### src/rtl/mrdft_pkg.sv
package mrdft_pkg;

    localparam int LANES     = 6;
    localparam int RAD_W     = $clog2(LANES + 1);
    localparam int BLK_W     = 6;
    localparam int SEL_W     = 6;
    localparam int NUM_SIZES = 6;

    typedef enum logic [1:0] {
        S_IDLE = 2'd0,
        S_LOAD = 2'd1,
        S_COL  = 2'd2,
        S_ROW  = 2'd3
    } seq_state_e;

    typedef struct packed {
        logic [RAD_W-1:0] c_r1;
        logic [RAD_W-1:0] c_r2;
        logic [BLK_W-1:0] c_blk;
        logic [RAD_W-1:0] r_r1;
        logic [RAD_W-1:0] r_r2;
        logic [BLK_W-1:0] r_blk;
        logic             c_tw;
        logic             r_tw;
    } plan_rec_t;

    function automatic plan_rec_t mk_rec(input int cr1, input int cr2, input int cb,
                                         input int rr1, input int rr2, input int rb,
                                         input int ctw, input int rtw);
        plan_rec_t r;
        r.c_r1  = RAD_W'(cr1);
        r.c_r2  = RAD_W'(cr2);
        r.c_blk = BLK_W'(cb);
        r.r_r1  = RAD_W'(rr1);
        r.r_r2  = RAD_W'(rr2);
        r.r_blk = BLK_W'(rb);
        r.c_tw  = (ctw != 0);
        r.r_tw  = (rtw != 0);
        return r;
    endfunction

    function automatic logic sel_valid(input logic [SEL_W-1:0] sel);
        return sel < SEL_W'(NUM_SIZES);
    endfunction

    // Size table: column factors/blocks, row factors/blocks, twiddle use
    function automatic plan_rec_t plan_lookup(input logic [SEL_W-1:0] sel);
        plan_rec_t r;
        case (sel)
            SEL_W'(0): r = mk_rec(6, 1,  2, 2, 1,  6, 1, 0); // 12
            SEL_W'(1): r = mk_rec(6, 1,  4, 4, 1,  6, 1, 0); // 24
            SEL_W'(2): r = mk_rec(6, 1,  6, 6, 1,  6, 1, 0); // 36
            SEL_W'(3): r = mk_rec(4, 4,  4, 4, 1, 16, 1, 0); // 64
            SEL_W'(4): r = mk_rec(6, 6, 15, 5, 3, 36, 1, 1); // 540
            SEL_W'(5): r = mk_rec(6, 6, 36, 6, 6, 36, 1, 1); // 1296
            default:   r = '0;
        endcase
        return r;
    endfunction

endpackage

### src/rtl/mrdft_rom.sv
module mrdft_rom
    import mrdft_pkg::*;
(
    input  logic             clk,
    input  logic             rd_en,
    input  logic [SEL_W-1:0] sel,
    output plan_rec_t        q
);

    always_ff @(posedge clk) begin
        if (rd_en) begin
            q <= plan_lookup(sel);
        end
    end

endmodule

### src/rtl/mrdft_loop_ctr.sv
module mrdft_loop_ctr #(
    parameter int IW = 3,
    parameter int OW = 6
) (
    input  logic          clk,
    input  logic          rst,
    input  logic          clr,
    input  logic          step,
    input  logic [IW-1:0] in_lim,
    input  logic [OW-1:0] out_lim,
    output logic [IW-1:0] in_q,
    output logic [OW-1:0] out_q,
    output logic          wrap
);

    logic [IW-1:0] in_nx;
    logic [OW-1:0] out_nx;
    logic          in_last;
    logic          out_last;

    assign in_nx    = in_q + IW'(1);
    assign out_nx   = out_q + OW'(1);
    assign in_last  = (in_nx == in_lim);
    assign out_last = (out_nx == out_lim);
    assign wrap     = step && in_last && out_last;

    always_ff @(posedge clk) begin
        if (rst || clr) begin
            in_q  <= '0;
            out_q <= '0;
        end else if (step) begin
            if (in_last) begin
                in_q  <= '0;
                out_q <= out_last ? '0 : out_nx;
            end else begin
                in_q <= in_nx;
            end
        end
    end

    p_inner_bound_r5: assert property (@(posedge clk) disable iff (rst)
        step |-> (in_q < in_lim));

    p_outer_bound_r5: assert property (@(posedge clk) disable iff (rst)
        step |-> (out_q < out_lim));

endmodule

### src/rtl/mrdft_lane_dec.sv
module mrdft_lane_dec #(
    parameter int LN = 6,
    parameter int RW = 3
) (
    input  logic          en,
    input  logic [RW-1:0] rad,
    output logic [LN-1:0] mask
);

    for (genvar i = 0; i < LN; i++) begin : g_lane
        assign mask[i] = en && (rad > RW'(i));
    end

    always_comb begin
        if (en) begin
            p_mask_count_r7: assert ($countones(mask) == int'(rad));
        end
    end

endmodule

### src/rtl/mrdft_sequencer.sv
module mrdft_sequencer
    import mrdft_pkg::*;
(
    input  logic             clk,
    input  logic             rst,
    input  logic             start,
    input  logic [SEL_W-1:0] size_sel,
    output logic             busy,
    output logic             done,
    output logic             err,
    output logic             issue,
    output logic             phase,
    output logic [BLK_W-1:0] blk_idx,
    output logic [RAD_W-1:0] sub_idx,
    output logic [LANES-1:0] lmask,
    output logic [LANES-1:0] rmask,
    output logic [RAD_W-1:0] rad_l,
    output logic [RAD_W-1:0] rad_r,
    output logic             tw_en
);

    seq_state_e       state;
    plan_rec_t        rom_q;
    plan_rec_t        rec;
    logic             sel_ok;
    logic             accept;
    logic             run;
    logic             row_ph;
    logic             wrap;
    logic [RAD_W-1:0] cur_r1;
    logic [RAD_W-1:0] cur_r2;
    logic [BLK_W-1:0] cur_blk;
    logic [RAD_W-1:0] r2_lanes;

    assign sel_ok  = sel_valid(size_sel);
    assign accept  = (state == S_IDLE) && start && sel_ok;
    assign run     = (state == S_COL) || (state == S_ROW);
    assign row_ph  = (state == S_ROW);
    assign cur_r1  = row_ph ? rec.r_r1  : rec.c_r1;
    assign cur_r2  = row_ph ? rec.r_r2  : rec.c_r2;
    assign cur_blk = row_ph ? rec.r_blk : rec.c_blk;
    assign r2_lanes = (cur_r2 > RAD_W'(1)) ? cur_r2 : '0;

    mrdft_rom u_rom (
        .clk   (clk),
        .rd_en (accept),
        .sel   (size_sel),
        .q     (rom_q)
    );

    mrdft_loop_ctr #(.IW(RAD_W), .OW(BLK_W)) u_ctr (
        .clk     (clk),
        .rst     (rst),
        .clr     (state == S_LOAD),
        .step    (run),
        .in_lim  (cur_r2),
        .out_lim (cur_blk),
        .in_q    (sub_idx),
        .out_q   (blk_idx),
        .wrap    (wrap)
    );

    mrdft_lane_dec #(.LN(LANES), .RW(RAD_W)) u_left (
        .en   (run),
        .rad  (cur_r1),
        .mask (lmask)
    );

    mrdft_lane_dec #(.LN(LANES), .RW(RAD_W)) u_right (
        .en   (run),
        .rad  (r2_lanes),
        .mask (rmask)
    );

    assign busy  = (state != S_IDLE);
    assign issue = run;
    assign phase = row_ph;
    assign rad_l = run ? cur_r1 : '0;
    assign rad_r = run ? cur_r2 : '0;
    assign tw_en = run && (row_ph ? rec.r_tw : rec.c_tw);

    always_ff @(posedge clk) begin
        if (rst) begin
            state <= S_IDLE;
            rec   <= '0;
            done  <= 1'b0;
            err   <= 1'b0;
        end else begin
            done <= 1'b0;
            unique case (state)
                S_IDLE: begin
                    if (start) begin
                        err <= !sel_ok;
                        if (sel_ok) state <= S_LOAD;
                    end
                end
                S_LOAD: begin
                    rec   <= rom_q;
                    state <= S_COL;
                end
                S_COL: begin
                    if (wrap) state <= S_ROW;
                end
                S_ROW: begin
                    if (wrap) begin
                        state <= S_IDLE;
                        done  <= 1'b1;
                    end
                end
                default: state <= S_IDLE;
            endcase
        end
    end

    p_err_nostart_r3: assert property (@(posedge clk) disable iff (rst)
        (!busy && start && !sel_ok) |=> (!busy && err));

    p_rec_hold_r4: assert property (@(posedge clk) disable iff (rst)
        run |=> $stable(rec));

    p_phase_order_r6: assert property (@(posedge clk) disable iff (rst)
        (issue && phase) |=> (!issue || phase));

    p_done_single_r9: assert property (@(posedge clk) disable iff (rst)
        done |=> !done);

    p_done_idle_r9: assert property (@(posedge clk) disable iff (rst)
        done |-> (!busy && !issue));

endmodule

### config.mk
export PLATFORM = sky130hd
export DESIGN_NAME = mrdft_sequencer
export DESIGN_NICKNAME = d
export VERILOG_FILES = /design/src/rtl/mrdft_pkg.sv /design/src/rtl/mrdft_rom.sv /design/src/rtl/mrdft_loop_ctr.sv /design/src/rtl/mrdft_lane_dec.sv /design/src/rtl/mrdft_sequencer.sv
export SDC_FILE = /design/constraint.sdc
export NUM_CORES = 1
export LEC_CHECK = 0
export BUFFER_PORTS_ARGS = -buffer_cell sky130_fd_sc_hd__buf_2
export CORE_ASPECT_RATIO = 0.8
export CORE_MARGIN = 5
export CORE_UTILIZATION = 58
export DETAILED_ROUTE_END_ITERATION = 8
export GPL_TIMING_DRIVEN = 1
export HOLD_SLACK_MARGIN = 0.05
export PLACE_DENSITY = 0.81
export REMOVE_ABC_BUFFERS = 1
export SYNTH_ARGS = -nofsm -noshare
export SYNTH_HDL_FRONTEND = slang
export SYNTH_HIERARCHICAL = 1
export SYNTH_SLANG_ARGS = --single-unit
### constraint.sdc
create_clock -name clk -period 3.5 [get_ports clk]
set_input_delay 0.35 -clock clk [delete_from_list [all_inputs] [get_ports clk]]
set_output_delay 0.35 -clock clk [all_outputs]
set_load 0.02 [all_outputs]
==> reports/qor.txt, run 1 <==
Clk_skew -> 0.007078 ns
Worst-path maximum fanout -> 14
CP arrival -> 3.26 ns
Netlist cell types -> 50
EDFF count, synth -> 12
CTS Hold Buffers Added -> 0
Period utilization -> 86.54%
Die height -> 72.44 um
Worst slew pin tran -> 0.7288 ns
Initial core utilization -> 60.76%
Die ar. -> 6378 um^2
Max-slew headroom -> 51.41%
VDD IR max -> 0.3606 mV
FP Rows -> 22
# resized after CTS -> 0
Vias -> 2012
Final Setup Violations -> 0
Worst path required time -> 3.73 ns
CTS root buf -> clkbuf_8
Clk_lat worst skew -> 0.30 ns
Final Hold Viols -> 0
Antenna Nets Post-Route -> 0
# Max-Cap Violations -> 0
Congestion Overflow GR -> 0
Main flop type after synthesis -> dfxtp_1
Setup crit end kind -> flip-flop
Largest cells by area after synthesis -> dfxtp_1 (28%), edfxtp_1 (13%), mux2i_1 (11%)
H-tree levels -> 2
Number of global-route vias before repair -> 1875
Core area -> 4652 um^2
Leakage -> 0.001249 uW
Post-synthesis async set-or-reset flop share -> 0%
# nets final -> 323
GRT Overall Usage -> 17.72%
Antenna cells -> 0
Clock Pin Slew Worst Setup and Hold Paths -> 0.09 ns
Worst Setup Start Kind -> flip-flop
Die W -> 88.05 um
CTS tree -> done
Num CTS Buffers -> 5
DR pass1 iterations -> 4
Power Density -> 499.9 nW/um^2
Setup TNS -> 0 ns
Clk buf depth -> 2
RD Place Congestion -> 0.8045
Syn avg cell area -> 9.987 um^2
Num ports -> 42
RSZ-0062 raised after global routing -> false
Worst min path class -> in2reg
DR vias/cell -> 5.467
DP Wirelength -> 3883 um
Slew Viols, Final -> 0
Setup Crit Path Kind -> reg2reg
Largest net degree at the start of global routing -> 34
Cell area after synthesis -> 2826 um^2
Area leader, netlist -> dfxtp_1
Global-route wire length before repair -> 8804 um
P&R area growth vs syn -> 7.260%
Status -> complete, no violations
Worst hold slack -> 0.3544 ns
Drt wl/cell -> 14.51 um
Number of clock sinks -> 51
Iter 0 DRT Violations -> 110
Layout cells sized above 1 -> 22.73%
Synth warn -> 6
Synth Instances -> 283
Tmin final -> 3.029 ns
Sequential-to-total area share from yosys stat -> 40.37%
# DRC -> 0
Synth Register Bits -> 51
Fmax -> 0.3301 GHz
Post-CTS setup buffers -> 0
Antenna violations before repair -> 0
WL final -> 5338 um
Port Buffers -> 41
Yosys top cell area share -> 27.62%
-- routing by layer --
layer,share of wire [%],track usage [%],vias up
met2,44,27.51,57
met5,0,0,-
li1,-,-,1000
met4,1.4,6.040,0
met3,5.8,5.221,7
met1,49,23.64,948
-- registers in the layout (all words and copies together) (netlist names) --
name	cells
done	1
err	1
state	2
u_rom/q	12
rec	26
u_ctr/in_q	3
u_ctr/out_q	6
-- path summary, 6_finish.rpt --
path,from,end,slack [ns],depth (start not counted)
worst max register to register,state[0],state[0],0.47,9
worst max-delay path,state[0],state[0],0.47,9
worst min-delay path,start,err,0.35,3
worst min register to register,u_rom/q[8],rec[8],0.49,2
-- cell type report --
| class | instances | area (um^2) |
|---|---|---|
| tap | 60 | 75.07 |
| clock buffer | 5 | 68.82 |
| clock inverter | 3 | 38.79 |
| sequential | 51 | 1141 |
| multi-input combinational | 195 | 1446 |
| fill | 361 | 1620 |
| timing repair buffer | 43 | 220.2 |
| inverter | 11 | 41.29 |
-- cell usage after synthesis, types with 4 or more instances --
master and n:
nand2b_1 4, xor2_1 4, o21a_1 6, nor2b_1 9, buf_4 21, nor2_1 36
inv_1 11, xnor2_1 7, ha_1 7, nand2_1 13, nand3_1 4, buf_2 5
mux2_1 9, dfxtp_1 39, o22ai_1 4, edfxtp_1 12, nor3_1 4, mux2i_1 32
a21oi_1 14
-- worst max-delay path: stages (launching register included) --
cell and delay, ns:
dfxtp_1 0.39, ha_1 0.49, buf_4 0.27, mux2i_1 0.32, inv_1 0.09, xor2_1 0.17, nand4_2 0.34, nor3_1 0.44
o221a_4 0.26, mux2i_1 0.17
-- cell usage in the layout, fill, tap and decap left out, types with 5 or more instances in the layout --
cell / count
a21oi_1: 14
buf_2: 41
clkbuf_8: 5
dfxtp_1: 39
edfxtp_1: 12
ha_1: 7
inv_1: 11
mux2_1: 9
mux2i_1: 32
nand2_1: 13
nor2_1: 36
nor2b_1: 9
o21a_1: 6
xnor2_1: 7
-- stage by stage --
stage	power [uW]	cell area, um^2	instances	setup WS, ns	utilization, %
2_1_floorplan	1031	2629	257	0.5704	-
3_3_place_gp	1117	2924	360	0.6874	62.86
3_5_place_dp	1126	2924	360	0.4522	62.86
4_1_cts	1525	3032	368	0.4425	65.17
5_1_grt	1606	3032	368	0.1810	65.17
6_report	1516	3032	368	0.4710	65.17
-- power by group --
part	internal, uW	total (uW)	switching (uW)
Sequential	666	709	43.0
Clock	209	397	188
Combinational	175	409	235
Total	1050	1520	466
-- cell families (layout without fill, tap and decap cells) --
group / count (synthesis) / after routing / share of synthesized area [%]
mux: 41 / 41 / 14.92
buf+inv: 40 / 62 / 8.853
flops: 51 / 51 / 40.37
compound gates: 35 / 35 / 9.429
xor+xnor: 12 / 12 / 4.205
simple gates: 96 / 96 / 18.99
fa+ha+maj: 7 / 7 / 3.099
other cells: 1 / 4 / 0.1327
Power figures use the tool's default switching activity.
==> run 2, diff against run 1 <==
--- a/config.mk
+++ b/config.mk
@@ -5,7 +5,7 @@
 export SDC_FILE = /design/constraint.sdc
 export NUM_CORES = 1
 export LEC_CHECK = 0
-export BUFFER_PORTS_ARGS = -buffer_cell sky130_fd_sc_hd__buf_2
+export BUFFER_PORTS_ARGS = -buffer_cell sky130_fd_sc_hd__clkbuf_2
 export CORE_ASPECT_RATIO = 0.8
 export CORE_MARGIN = 5
 export CORE_UTILIZATION = 58
==> run 2 against run 1 <==
Compared with the run above:
- maximum frequency grew 1.0%
- design area fell by 0.29%
- worst setup slack improved by 0.030 ns
- register-to-register slack better by 0.03 ns
- clock power shrank 13%
- final cell count grew 0.27%
- clock skew grew 0.0017 ns
- utilization is 0.19 points lower
- global-route usage about the same
- sequential share of layout area increased by 0.11 points
- largest cell class unchanged
- largest power group unchanged
- highest routed layer unchanged
==> reports/qor.txt, run 2 (same netlist as run 1, synthesis figures left out) <==
Antenna Nets Post-Route -> 0 (unchanged)
Number of clock sinks -> 51 (unchanged)
CTS Hold Buffers Added -> 0 (unchanged)
RSZ-0062 raised after global routing -> false (unchanged)
Switching share of total power -> 31.65% (was 30.75%)
Worst-path maximum fanout -> 10 (was 14)
Clock Pin Slew Worst Setup and Hold Paths -> 0.09 ns (about the same)
Largest regs -> rec x26, u_rom/q x12, u_ctr/out_q x6 (unchanged)
Leakage -> 0.001218 uW (was 0.001249 uW)
Vias -> 1983 (was 2012)
P_int -> 1000 uW (was 1050 uW)
Worst slew pin tran -> 0.7085 ns (was 0.7288 ns)
Max-slew headroom -> 52.76% (was 51.41%)
Worst path required time -> 3.74 ns (was 3.73 ns)
FILL cells -> 387 (was 361)
Number of flip-flops in the largest register -> 26 (unchanged)
DP Wirelength -> 3816 um (was 3883 um)
CTS tree -> done (unchanged)
Port Buffers -> 41 (unchanged)
HP Start -> start (unchanged)
Num ports -> 42 (unchanged)
CP arrival -> 3.24 ns (was 3.26 ns)
FP Rows -> 22 (unchanged)
Congestion Overflow GR -> 0 (unchanged)
Drt wl/cell -> 14.40 um (was 14.51 um)
Worst Setup Start Kind -> flip-flop (unchanged)
Layout cells sized above 1 -> 22.98% (was 22.73%)
Clock share of power -> 23.5% (was 26.2%)
Die ar. -> 6378 um^2 (unchanged)
Worst hold slack -> 0.3542 ns (was 0.3544 ns)
P&R area growth vs syn -> 6.950% (was 7.260%)
Period utilization -> 85.69% (was 86.54%)
Initial core utilization -> 60.76% (unchanged)
Antenna cells -> 0 (unchanged)
Clk_lat worst skew -> 0.30 ns (about the same)
Worst min path class -> in2reg (unchanged)
# resized after CTS -> 0 (unchanged)
Combinational share of power -> 28.1% (was 27.0%)
Worst r2r src -> state[0] (unchanged)
Final Total Pwr -> 1464 uW (was 1516 uW)
Clk_skew -> 0.008823 ns (was 0.007078 ns)
Worst reg2reg path endpoint -> state[0] (unchanged)
# Max-Cap Violations -> 0 (unchanged)
Largest net degree at the start of global routing -> 34 (unchanged)
Iter 0 DRT Violations -> 115 (was 110)
Die height -> 72.44 um (unchanged)
Net Switching -> 463.2 uW (was 466.0 uW)
Largest Register -> rec (unchanged)
Reg2reg setup slack -> 0.50 ns (was 0.47 ns)
CTS root buf -> clkbuf_8 (unchanged)
GRT Overall Usage -> 17.67% (was 17.72%)
Clk buf depth -> 2 (unchanged)
Antenna violations before repair -> 0 (unchanged)
RD Place Congestion -> 0.7804 (was 0.8045)
Final Hold Viols -> 0 (unchanged)
Sequential Power Share -> 48.4% (was 46.8%)
Setup TNS -> 0 ns (unchanged)
Fmax -> 0.3334 GHz (was 0.3301 GHz)
Most frequent cells in the layout -> clkbuf_2 (41), dfxtp_1 (39), nor2_1 (36) (was buf_2 (41), dfxtp_1 (39), nor2_1 (36))
Setup Crit Path Kind -> reg2reg (unchanged)
Final Setup Violations -> 0 (unchanged)
Slew Viols, Final -> 0 (unchanged)
Global-route wire length before repair -> 8921 um (was 8804 um)
VDD IR max -> 0.2962 mV (was 0.3606 mV)
Hold path depth -> 3 (unchanged)
Commonest non-fill, non-tap cell in the layout -> clkbuf_2 (was buf_2)
# DRC -> 0 (unchanged)
Number of global-route vias before repair -> 1835 (was 1875)
# nets final -> 324 (was 323)
Setup crit end kind -> flip-flop (unchanged)
Core area -> 4652 um^2 (unchanged)
DR pass1 iterations -> 5 (was 4)
Tmin final -> 2.999 ns (was 3.029 ns)
DR vias/cell -> 5.374 (was 5.467)
Num CTS Buffers -> 5 (unchanged)
H-tree levels -> 2 (unchanged)
Hold path endpoint -> err (unchanged)
Power Density -> 484.2 nW/um^2 (was 499.9 nW/um^2)
Post-CTS setup buffers -> 0 (unchanged)
WL final -> 5315 um (was 5338 um)
Die W -> 88.05 um (unchanged)
Status -> complete, no violations (unchanged)
Reg2Reg Depth -> 8 (was 9)
-- run 2: power groups by stage --
stage | registers [uW] | logic (uW) | clock network, uW
after floorplan | 714 | 317 | 0
after global placement | 719 | 397 | 0
after detailed placement | 720 | 408 | 0
after CTS | 708 | 413 | 356
after global routing | 716 | 455 | 381
final | 708 | 411 | 344
-- run 2: routing by layer --
metal | wire length, um | global-route usage, %
met1 | 2698 | 25.86
met2 | 2248 | 25.59
met5 | 0 | 0
met4 | 43 | 4.698
met3 | 325 | 4.881
-- run 2: worst max-delay path, stage by stage (launching register included) --
cell and delay [ns]:
dfxtp_1 0.41, ha_1 0.49, mux2_1 0.43, nand4b_1 0.18, a211oi_1 0.37, o311ai_4 0.21, nor3_1 0.39, o221a_4 0.27
mux2i_1 0.17
-- run 2: metrics by stage --
step	area, um^2	setup slack [ns]	utilization (%)	instances
floorplan	2629	0.5704	-	257
global placement	2932	0.6847	63.02	361
detailed placement	2932	0.5524	63.02	361
CTS	3023	0.4964	64.98	369
global route	3023	0.2942	64.98	369
finish	3023	0.5010	64.98	369
-- run 2: area by class of cell --
class                           count  area [um^2]  area share [%]
Multi-Input combinational cell    195         1446           47.85
Sequential cell                    51         1141           37.75
Timing Repair Buffer               44        227.7           7.533
Clock buffer                        7        86.33           2.856
Tap cell                           60        75.07           2.483
Inverter                           11        41.29           1.366
Clock inverter                      1        5.005          0.1656
-- run 2: worst max-delay path by stage --
stage / start / end / slack (ns) / cells past startpoint
6_report: state[0] / state[0] / 0.50 / 8
5_1_grt: state[0] / state[0] / 0.29 / 8
4_1_cts: state[0] / state[0] / 0.50 / 8
3_5_place_dp: state[0] / state[0] / 0.55 / 8
3_3_place_gp: state[0] / state[1] / 0.68 / 8
2_1_floorplan: state[0] / state[0] / 0.57 / 8
==> run 3, diff against run 2 <==
--- a/config.mk
+++ b/config.mk
@@ -8,11 +8,12 @@
 export BUFFER_PORTS_ARGS = -buffer_cell sky130_fd_sc_hd__clkbuf_2
 export CORE_ASPECT_RATIO = 0.8
 export CORE_MARGIN = 5
-export CORE_UTILIZATION = 58
+export CORE_UTILIZATION = 59
+export CTS_BUF_LIST = sky130_fd_sc_hd__clkbuf_4
 export DETAILED_ROUTE_END_ITERATION = 8
 export GPL_TIMING_DRIVEN = 1
 export HOLD_SLACK_MARGIN = 0.05
-export PLACE_DENSITY = 0.81
+export PLACE_DENSITY = 0.82
 export REMOVE_ABC_BUFFERS = 1
 export SYNTH_ARGS = -nofsm -noshare
 export SYNTH_HDL_FRONTEND = slang
==> run 3 against run 2 <==
Compared with the run above:
- routed wire length decreased by 0.24%
- critical endpoint is now state[1]
- sequential share of layout area up 0.13 points
- global-route usage is 0.60 points higher
- via count rose by 0.10%
- worst hold slack lost 0.097 ns
- largest power group unchanged
- clock-buffer cell count down 2
==> reports/qor.txt, run 3 (same netlist as run 1, synthesis figures left out) <==
Crit-path leading delay family -> compound AO/OA/AOI/OAI gates (unchanged)
GRT Overall Usage -> 18.27% (was 17.67%)
Worst reg2reg path endpoint -> state[1] (was state[0])
Worst slew pin tran -> 0.6291 ns (was 0.7085 ns)
Congestion Overflow GR -> 0 (unchanged)
CTS root buf -> clkbuf_4 (was clkbuf_8)
CP endpoint -> state[1] (was state[0])
FILL cells -> 399 (was 387)
Antenna violations before repair -> 0 (unchanged)
DP Wirelength -> 3935 um (was 3816 um)
Port Buffers -> 41 (unchanged)
CP arrival -> 3.15 ns (was 3.24 ns)
Worst r2r src -> state[0] (unchanged)
Levels on crit path -> 8 (unchanged)
VDD IR max -> 0.2685 mV (was 0.2962 mV)
Die ar. -> 6283 um^2 (was 6378 um^2)
Num ports -> 42 (unchanged)
Design area -> 3013 um^2 (was 3023 um^2)
Num CTS Buffers -> 5 (unchanged)
WL final -> 5302 um (was 5315 um)
Worst min path class -> in2reg (unchanged)
Iter 0 DRT Violations -> 121 (was 115)
Die height -> 71.91 um (was 72.44 um)
Most frequent cells in the layout -> clkbuf_2 (41), dfxtp_1 (39), nor2_1 (36) (unchanged)
Reg area -> 1141 um^2 (unchanged)
CP bufs+invs -> 0 (unchanged)
Final Hold Viols -> 0 (unchanged)
Setup Crit Path Kind -> reg2reg (unchanged)
Number of clock sinks -> 51 (unchanged)
Leakage -> 0.001215 uW (was 0.001218 uW)
Clk_skew -> 0.02044 ns (was 0.008823 ns)
Slew Viols, Final -> 0 (unchanged)
Core area -> 4624 um^2 (was 4652 um^2)
Drt wl/cell -> 14.37 um (was 14.40 um)
Tmin final -> 2.844 ns (was 2.999 ns)
Fmax -> 0.3516 GHz (was 0.3334 GHz)
Worst-path maximum fanout -> 7 (was 10)
Antenna Nets Post-Route -> 0 (unchanged)
DR vias/cell -> 5.379 (was 5.374)
Critical-path top delay cell -> a211oi_1 (was ha_1)
Reg2reg setup slack -> 0.66 ns (was 0.50 ns)
Largest regs -> rec x26, u_rom/q x12, u_ctr/out_q x6 (unchanged)
Max-slew headroom -> 58.06% (was 52.76%)
Antenna cells -> 0 (unchanged)
Clock Pin Slew Worst Setup and Hold Paths -> 0.16 ns (was 0.09 ns)
Clk_lat worst skew -> 0.38 ns (was 0.30 ns)
Worst Setup Start Kind -> flip-flop (unchanged)
DR pass1 iterations -> 4 (was 5)
Critical Path Max Stage Delay -> 0.42 ns (was 0.49 ns)
H-tree levels -> 2 (unchanged)
Commonest non-fill, non-tap cell in the layout -> clkbuf_2 (unchanged)
Setup crit end kind -> flip-flop (unchanged)
Largest net degree at the start of global routing -> 34 (unchanged)
Post-CTS setup buffers -> 0 (unchanged)
Worst Setup SP -> state[0] (unchanged)
CTS tree -> done (unchanged)
Reg2Reg Depth -> 8 (unchanged)
Number of flip-flops in the largest register -> 26 (unchanged)
Status -> complete, no violations (unchanged)
Number of global-route vias before repair -> 1945 (was 1835)
# resized after CTS -> 0 (unchanged)
Final Setup Violations -> 0 (unchanged)
# Max-Cap Violations -> 0 (unchanged)
P&R area growth vs syn -> 6.596% (was 6.950%)
Global-route wire length before repair -> 9177 um (was 8921 um)
Vias -> 1985 (was 1983)
# DRC -> 0 (unchanged)
Die W -> 87.39 um (was 88.05 um)
Worst path required time -> 3.80 ns (was 3.74 ns)
CTS Hold Buffers Added -> 0 (unchanged)
Crit-path cells -> ha_1 > mux2_1 > nand4b_1 > a211oi_1 > o311ai_4 > nor3_1 > o221a_4 > mux2i_1 (unchanged)
Setup TNS -> 0 ns (unchanged)
RSZ-0062 raised after global routing -> false (unchanged)
Multi-input logic area -> 1446 um^2 (unchanged)
Placed instance area -> 2932 um^2 (unchanged)
RD Place Congestion -> 0.8167 (was 0.7804)
Largest Register -> rec (unchanged)
# nets final -> 324 (unchanged)
Clk buf depth -> 2 (unchanged)
Period utilization -> 81.27% (was 85.69%)
Initial core utilization -> 61.12% (was 60.76%)
Power Density -> 481.2 nW/um^2 (was 484.2 nW/um^2)
FP Rows -> 22 (unchanged)
Layout cells sized above 1 -> 23.30% (was 22.98%)
[run 3: cell types whose count changed in the layout (fill, tap and decap cells not counted), sizes merged]
cell	change
clkbuf	-2
clkinv	+1
bufinv	+1
[run 3: layout make-up]
cell class | instances | share of cell area, %
tap | 60 | 2.492
timing repair buffer | 44 | 7.558
clock buffer | 5 | 1.246
inverter | 11 | 1.370
multi-input combinational | 195 | 48.01
sequential | 51 | 37.87
clock inverter | 3 | 1.453
[run 3: worst register-to-register path: stages, from the launching register on]
cell,delay (ns)
dfxtp_1,0.41
ha_1,0.32
mux2_1,0.40
nand4b_1,0.19
a211oi_1,0.42
o311ai_4,0.23
nor3_1,0.38
o221a_4,0.27
mux2i_1,0.17
[run 3: worst min-delay path by stage]
stage | startpoint | end | slack, ns | cells past startpoint
5_1_grt | size_sel[5] | u_rom/q[25] | 0.29 | 2
3_3_place_gp | u_rom/q[8] | rec[8] | 0.47 | 2
6_report | start | err | 0.26 | 3
3_5_place_dp | u_rom/q[8] | rec[8] | 0.48 | 2
2_1_floorplan | rst | done | 0.42 | 1
4_1_cts | start | err | 0.24 | 3
[run 3: metal layers]
| metal | global-route usage [%] | up-vias | wire (um) |
|---|---|---|---|
| met1 | 25.83 | 920 | 2617 |
| li1 | - | 1005 | - |
| met4 | 5.792 | 0 | 52 |
| met5 | 0 | - | 0 |
| met3 | 2.951 | 5 | 280 |
| met2 | 28.60 | 55 | 2352 |
[run 3: power breakdown]
group	switching (uW)	total, uW	internal [uW]
Combinational	234	407	174
Clock	186	336	151
Sequential	40.8	707	666
Total	460	1450	990
[run 3: stage by stage]
stage | setup slack, ns | total power [uW] | std cells | utilization, % | hold WS [ns]
after floorplan | 0.5704 | 1031 | 257 | - | 0.4220
after global placement | 0.8148 | 1112 | 361 | 63.39 | 0.4657
after detailed placement | 0.7231 | 1125 | 361 | 63.39 | 0.4752
after CTS | 0.6923 | 1462 | 369 | 65.15 | 0.2394
after global routing | 0.4853 | 1543 | 369 | 65.15 | 0.2859
final | 0.6556 | 1450 | 369 | 65.15 | 0.2571
